===== config.mk =====
export PLATFORM = sky130hd
export DESIGN_NAME = sync_hunt_capture
export DESIGN_NICKNAME = d
export VERILOG_FILES = /design/src/rtl/sh_pkg.sv /design/src/rtl/sh_history.sv /design/src/rtl/sh_deframer.sv /design/src/rtl/sync_hunt_capture.sv
export SDC_FILE = /design/constraint.sdc
export NUM_CORES = 1
export LEC_CHECK = 0
export ABC_AREA = 1
export BUFFER_PORTS_ARGS = -buffer_cell sky130_fd_sc_hd__buf_4
export CAP_MARGIN = 30
export CORE_MARGIN = 2
export CORE_UTILIZATION = 45
export DETAILED_ROUTE_END_ITERATION = 10
export PLACE_DENSITY = 0.76
export SLEW_MARGIN = 30
export SYNTH_ARGS = -nofsm -noshare
export SYNTH_HDL_FRONTEND = slang
export SYNTH_SLANG_ARGS = --single-unit
export TNS_END_PERCENT = 5

===== constraint.sdc =====
create_clock -name clk -period 2 [get_ports clk]
set_input_delay 0.3 -clock clk [delete_from_list [all_inputs] [get_ports clk]]
set_output_delay 0.3 -clock clk [all_outputs]
set_load 0.01 [all_outputs]

===== src/rtl/sh_pkg.sv =====
package sh_pkg;

    localparam int SYNC_BITS = 32;
    localparam int BYTE_BITS = 8;
    localparam int BITCNT_W  = $clog2(BYTE_BITS);

    typedef enum logic {
        ST_HUNT = 1'b0,
        ST_CAPT = 1'b1
    } hunt_state_e;

    typedef struct packed {
        logic                 vld;
        logic                 last;
        logic [BYTE_BITS-1:0] data;
    } byte_beat_t;

endpackage


===== src/rtl/sh_history.sv =====
module sh_history
    import sh_pkg::*;
#(
    parameter int W = SYNC_BITS
) (
    input  logic         clk,
    input  logic         rst,
    input  logic         shift,
    input  logic         clear,
    input  logic         bit_in,
    input  logic [W-1:0] pattern,
    input  logic [W-1:0] mask,
    output logic         hit
);

    logic [W-1:0] hist_q;
    logic [W-1:0] hist_nxt;
    logic [W-1:0] diff;

    // newest symbol lands in bit 0
    assign hist_nxt = {hist_q[W-2:0], bit_in};
    assign diff     = (hist_nxt ^ pattern) & mask;
    assign hit      = (|mask) && !(|diff);

    always_ff @(posedge clk) begin
        if (rst || clear) begin
            hist_q <= '0;
        end else if (shift) begin
            hist_q <= hist_nxt;
        end
    end

    // accepted symbol appears in the lowest history bit
    a_r2_lsb_newest: assert property (@(posedge clk) disable iff (rst)
        (shift && !clear) |=> (hist_q[0] == $past(bit_in)));

endmodule


===== src/rtl/sh_deframer.sv =====
module sh_deframer
    import sh_pkg::*;
#(
    parameter int LEN_W = 8
) (
    input  logic             clk,
    input  logic             rst,
    input  logic             start,
    input  logic             shift,
    input  logic             bit_in,
    input  logic [LEN_W-1:0] len,
    output byte_beat_t       beat,
    output logic             finish
);

    logic [BITCNT_W-1:0]  bitcnt;
    logic [BYTE_BITS-2:0] sreg;
    logic [LEN_W-1:0]     bytecnt;
    logic [LEN_W-1:0]     len_q;
    logic                 byte_done;
    logic [LEN_W:0]       bytecnt_inc;

    assign byte_done   = shift && (bitcnt == BITCNT_W'(BYTE_BITS - 1));
    assign bytecnt_inc = {1'b0, bytecnt} + 1'b1;
    assign finish      = byte_done && (bytecnt_inc == {1'b0, len_q});

    always_ff @(posedge clk) begin
        if (rst) begin
            bitcnt  <= '0;
            sreg    <= '0;
            bytecnt <= '0;
            len_q   <= '0;
            beat    <= '0;
        end else begin
            beat.vld  <= byte_done;
            beat.last <= finish;
            if (byte_done) begin
                beat.data <= {sreg, bit_in};
            end
            if (start) begin
                bitcnt  <= '0;
                bytecnt <= '0;
                len_q   <= len;
            end else if (shift) begin
                sreg <= {sreg[BYTE_BITS-3:0], bit_in};
                if (byte_done) begin
                    bitcnt  <= '0;
                    bytecnt <= bytecnt_inc[LEN_W-1:0];
                end else begin
                    bitcnt <= bitcnt + 1'b1;
                end
            end
        end
    end

    // never more bytes than the latched length
    a_r7_count_bound: assert property (@(posedge clk) disable iff (rst)
        shift |-> (bytecnt < len_q));

endmodule


===== src/rtl/sync_hunt_capture.sv =====
module sync_hunt_capture
    import sh_pkg::*;
#(
    parameter int SYNC_W = SYNC_BITS,
    parameter int LEN_W  = 8
) (
    input  logic                 clk,
    input  logic                 rst,
    input  logic                 sym_valid,
    input  logic                 sym_bit,
    input  logic [SYNC_W-1:0]    sync_pattern,
    input  logic [SYNC_W-1:0]    sync_mask,
    input  logic                 rx_mode,
    input  logic [LEN_W-1:0]     pkt_len,
    output logic                 det_pulse,
    output logic                 byte_valid,
    output logic [BYTE_BITS-1:0] byte_data,
    output logic                 pkt_end
);

    hunt_state_e state;
    logic        hunting;
    logic        hist_shift;
    logic        hit;
    logic        det_now;
    logic        cap_start;
    logic        cap_shift;
    logic        cap_finish;
    logic        det_q;
    byte_beat_t  beat;

    assign hunting    = (state == ST_HUNT);
    assign hist_shift = sym_valid && hunting;
    assign det_now    = hist_shift && hit;
    assign cap_start  = det_now && rx_mode && (pkt_len != '0);
    assign cap_shift  = sym_valid && (state == ST_CAPT);

    sh_history #(.W(SYNC_W)) u_hist (
        .clk     (clk),
        .rst     (rst),
        .shift   (hist_shift),
        .clear   (det_now || cap_finish),
        .bit_in  (sym_bit),
        .pattern (sync_pattern),
        .mask    (sync_mask),
        .hit     (hit)
    );

    sh_deframer #(.LEN_W(LEN_W)) u_defr (
        .clk    (clk),
        .rst    (rst),
        .start  (cap_start),
        .shift  (cap_shift),
        .bit_in (sym_bit),
        .len    (pkt_len),
        .beat   (beat),
        .finish (cap_finish)
    );

    always_ff @(posedge clk) begin
        if (rst) begin
            state <= ST_HUNT;
            det_q <= 1'b0;
        end else begin
            det_q <= det_now;
            case (state)
                ST_HUNT: if (cap_start)  state <= ST_CAPT;
                ST_CAPT: if (cap_finish) state <= ST_HUNT;
                default: state <= ST_HUNT;
            endcase
        end
    end

    assign det_pulse  = det_q;
    assign byte_valid = beat.vld;
    assign byte_data  = beat.data;
    assign pkt_end    = beat.last;

    // a detection only ever comes out of the hunting state
    a_r9_no_det_in_capture: assert property (@(posedge clk) disable iff (rst)
        det_pulse |-> ($past(state) == ST_HUNT));

    // end of packet rides on the final byte strobe
    a_r8_end_with_byte: assert property (@(posedge clk) disable iff (rst)
        pkt_end |-> byte_valid);

    // after the last byte the block is hunting again
    a_r8_back_to_hunt: assert property (@(posedge clk) disable iff (rst)
        pkt_end |-> (state == ST_HUNT));

    // no symbol, no output event
    a_r11_idle_quiet: assert property (@(posedge clk) disable iff (rst)
        !$past(sym_valid) |-> !(det_pulse || byte_valid || pkt_end));

    // zero mask cannot have produced a detection
    a_r4_zero_mask: assert property (@(posedge clk) disable iff (rst)
        det_pulse |-> ($past(sync_mask) != '0));

endmodule


==> out/results.txt <==
run status - complete, no violations
hold buffer count at cts - 0
CTS Buf Count - 9
Routed Antenna Nets - 0
maximum number of pins on one net before global-route repair - 64
initial core utilization - 46.9%
detailed-route wire length per cell - 12.2 um
total number of clock tree sinks - 69
vias in the first global route - 3863
count of standard-cell rows - 34
final-stage net count - 800
startpoint class of the critical path - flop
half-perimeter wire length after placement - 7930 um
required arrival time at the worst endpoint - 2.24 ns
Slowest-stage cell, CP - dfxtp_1
number of remaining DRC errors - 0
arrival time reported for the critical path endpoint - 2.11 ns
final weighted congestion in routability-driven placement - 0.870
delay of the slowest cell on the worst path - 0.35 ns
Compound-Gate Fraction of Synth Area - 7.42%
Synth-to-Final Area Change - 25.8%
Synth Area in Simple Gates - 47.3%
shortest period the worst path allows - 1.88 ns
tightest hold margin - 0.213 ns
Finished Cell Area - 5200 um2
Top Ports - 88
1st-iter DRT viols - 162
Worst Skew - 0.00776 ns
list of cells traversed by the critical path - or2_1, nand3_1, nand2_1, nor2_1, nand2_2, nor2_8, nand3_2, nand3_4, clkbuf_16, nor2_4
maximum level of the CTS H-tree - 3
share of cell area taken by muxes after synthesis - 0%
first-pass GRT wire length - 17100 um
fraction of layout instances using a drive strength above 1 - 23.7%
vias per std cell - 4.97
number of fill cells - 812
sequential area share after synthesis - 33.4%
core area - 8810 um2
area of the die - 9970 um2
worst min-delay path category - in2reg
power per unit of standard cell area - 569 nW/um2
drt first pass iters - 5
buffers added on ports - 87
clk_lat worst skew - 0.35 ns
largest family of logic cells by synthesized area - simple AND/OR/NAND/NOR gates
initial antenna violation count - 0
die width - 99.8 um
number of hold violations in the final report - 0
Clock Pin Slew Worst Setup and Hold Paths - 0.08 ns
post-synthesis register bit count - 69
overflow left after global routing - 0
synthesized netlist cell count - 623
area of the mapped netlist - 4130 um2
endpoints failing setup - 0
Critical Path Sink Type - flop
xor and xnor area share after synthesis - 1.06%
unrepaired setup endpoints after global routing - true
maximum vdd ir drop - 0.349 mV
number of vias in the routed layout - 4144
worst-path fanout max - 7
Setup Crit Path Kind - reg2reg
TritonCTS clock tree - yes
CTS root buf - clkbuf_8
distinct cell type count of the synthesized netlist - 33
post-synth net total - 703
max cap viols - 0
height of the die - 99.8 um
number of warnings reported in the yosys synthesis log - 0
Fmax achieved - 533 MHz
Slew headroom - 65.2%
gr usage total - 21.2%
post-synthesis average cell area - 6.63 um2
transition time at the pin with the least slew margin - 0.522 ns
number of max-slew violations in the final report - 0
placed inst area - 4940 um2
final cycle utilization of the critical path - 93.8%
leakage power of the design - 2.38 nW
Adder-Cell Fraction of Synth Area - 0.908%
number of antenna cells inserted - 0
number of buffers on the longest clock path - 2
final wirelength - 10200 um
[synthesized netlist by cell type]
library cell    n  area share, %
nand2_1       164             15
nor2_1         90            8.2
inv_1          73            6.6
dfxtp_1        69             33
nand3_1        56            6.8
nor2_4         32            8.7
o21ai_0        30            3.6
a21oi_1        26            3.1
nand4_1        25            3.8
clkbuf_1       11            1.0
or2_1           6           0.91
nand3b_1        4           0.73
xor2_1          4           0.85
buf_1           3           0.27
buf_12          3            1.5
ha_1            3           0.91
nor3_1          3           0.36
or2_2           3           0.45
inv_2           2           0.18
nand2_2         2           0.30
nand3_2         2           0.48
a22oi_1         1           0.18
and2_1          1           0.15
buf_2           1           0.12
clkinv_1        1          0.091
clkinv_2        1           0.12
nand2_4         1           0.27
nand3_4         1           0.42
nor2_8          1           0.48
nor3_4          1           0.39
o21a_1          1           0.18
o21bai_2        1           0.27
xnor2_1         1           0.21
[worst max-delay path: cells and delay by family, from the launching register on]
family                 cells  cell delay (ns)
AND/OR/NAND/NOR            9             1.20
flip-flops                 1             0.35
buffers and inverters      1             0.21
[routing by layer]
metal	part of all wire, %	wire, um	up-vias	GRT usage, %
met5	0	0	-	0
met4	0.87	88	0	5.16
met3	5.8	594	9	5.64
met2	51	5130	98	37.8
met1	43	4340	1866	25.5
li1	-	-	2171	-
[cells in the final DEF, fill, tap and decap left out, types with 3 or more instances in the layout]
| cell type | netlist | routed |
|---|---|---|
| dfxtp_1 | 69 | 66 |
| inv_1 | 73 | 73 |
| a21oi_1 | 26 | 26 |
| buf_12 | 3 | 3 |
| nand3_1 | 56 | 56 |
| buf_4 | 0 | 99 |
| nor2_4 | 32 | 32 |
| clkinv_2 | 1 | 3 |
| or2_1 | 6 | 6 |
| or2_2 | 3 | 3 |
| clkinvlp_4 | 0 | 3 |
| clkbuf_8 | 0 | 9 |
| nand2_1 | 164 | 164 |
| nand4_1 | 25 | 25 |
| nor3_1 | 3 | 3 |
| nand3b_1 | 4 | 4 |
| o21ai_0 | 30 | 30 |
| nor2_1 | 90 | 89 |
| xor2_1 | 4 | 4 |
[worst paths after layout]
check	startpoint	to	slack, ns	depth (start not counted)
min reg2reg	u_defr.beat[7]	u_defr.beat[7]	0.47	2
max reg2reg	u_hist.hist_q[15]	u_hist.hist_q[10]	0.12	10
min	rst	u_defr.beat[1]	0.21	2
max	u_hist.hist_q[15]	u_hist.hist_q[10]	0.12	10
[where the power goes]
group	switching, mW	internal, mW	total, mW
combinational	0.275	0.235	0.510
clock	0.566	0.450	1.02
sequential	0.0271	1.40	1.43
[per-stage QoR]
stage / setup TNS [ns] / util [%] / total power, mW / std cells / worst slack (ns)
CTS: 0 / 58.1 / 2.98 / 829 / 0.0603
detailed placement: 0 / 56.1 / 1.96 / 813 / 0.0945
floorplan: 0 / - / 1.76 / 623 / 0.136
finish: 0 / 59.0 / 2.96 / 833 / 0.124
global route: -0.776 / 59.0 / 3.12 / 833 / -0.0484
global placement: 0 / 56.1 / 1.95 / 813 / 0.114
[cell families (layout without fill, tap and decap cells)]
| family | after synthesis | after routing |
|---|---|---|
| AOI/OAI and AO/OA | 59 | 59 |
| xor gates and xnor gates | 5 | 5 |
| adders and majority gates | 3 | 3 |
| buffers and inverters | 95 | 197 |
| DFF | 69 | 69 |
| and+or+nand+nor | 392 | 392 |
[timing repair]
item | 4_1_cts | 5_1_grt
buffers inserted | 0 | 2
resized for setup | 0 | 7
setup endpoints to repair | 0 | 29
hold endpoints to repair | 0 | 0
[state kept, by name, summed over array words and instances (netlist names)]
signal          cells
det_pulse           1
state               1
u_defr.beat        10
u_defr.bitcnt       3
u_defr.bytecnt      8
u_defr.len_q        8
u_defr.sreg         7
u_hist.hist_q      31
[layout make-up]
cell class / count / area [um2] / share of cell area (%)
Inverter: 77 / 290 / 5.58
Timing Repair Buffer: 104 / 853 / 16.4
Clock buffer: 9 / 124 / 2.38
Sequential cell: 69 / 1390 / 26.7
Clock inverter: 7 / 50.0 / 0.963
Multi-Input combinational cell: 459 / 2360 / 45.4
Tap cell: 108 / 135 / 2.60
Power figures use the tool's default switching activity.
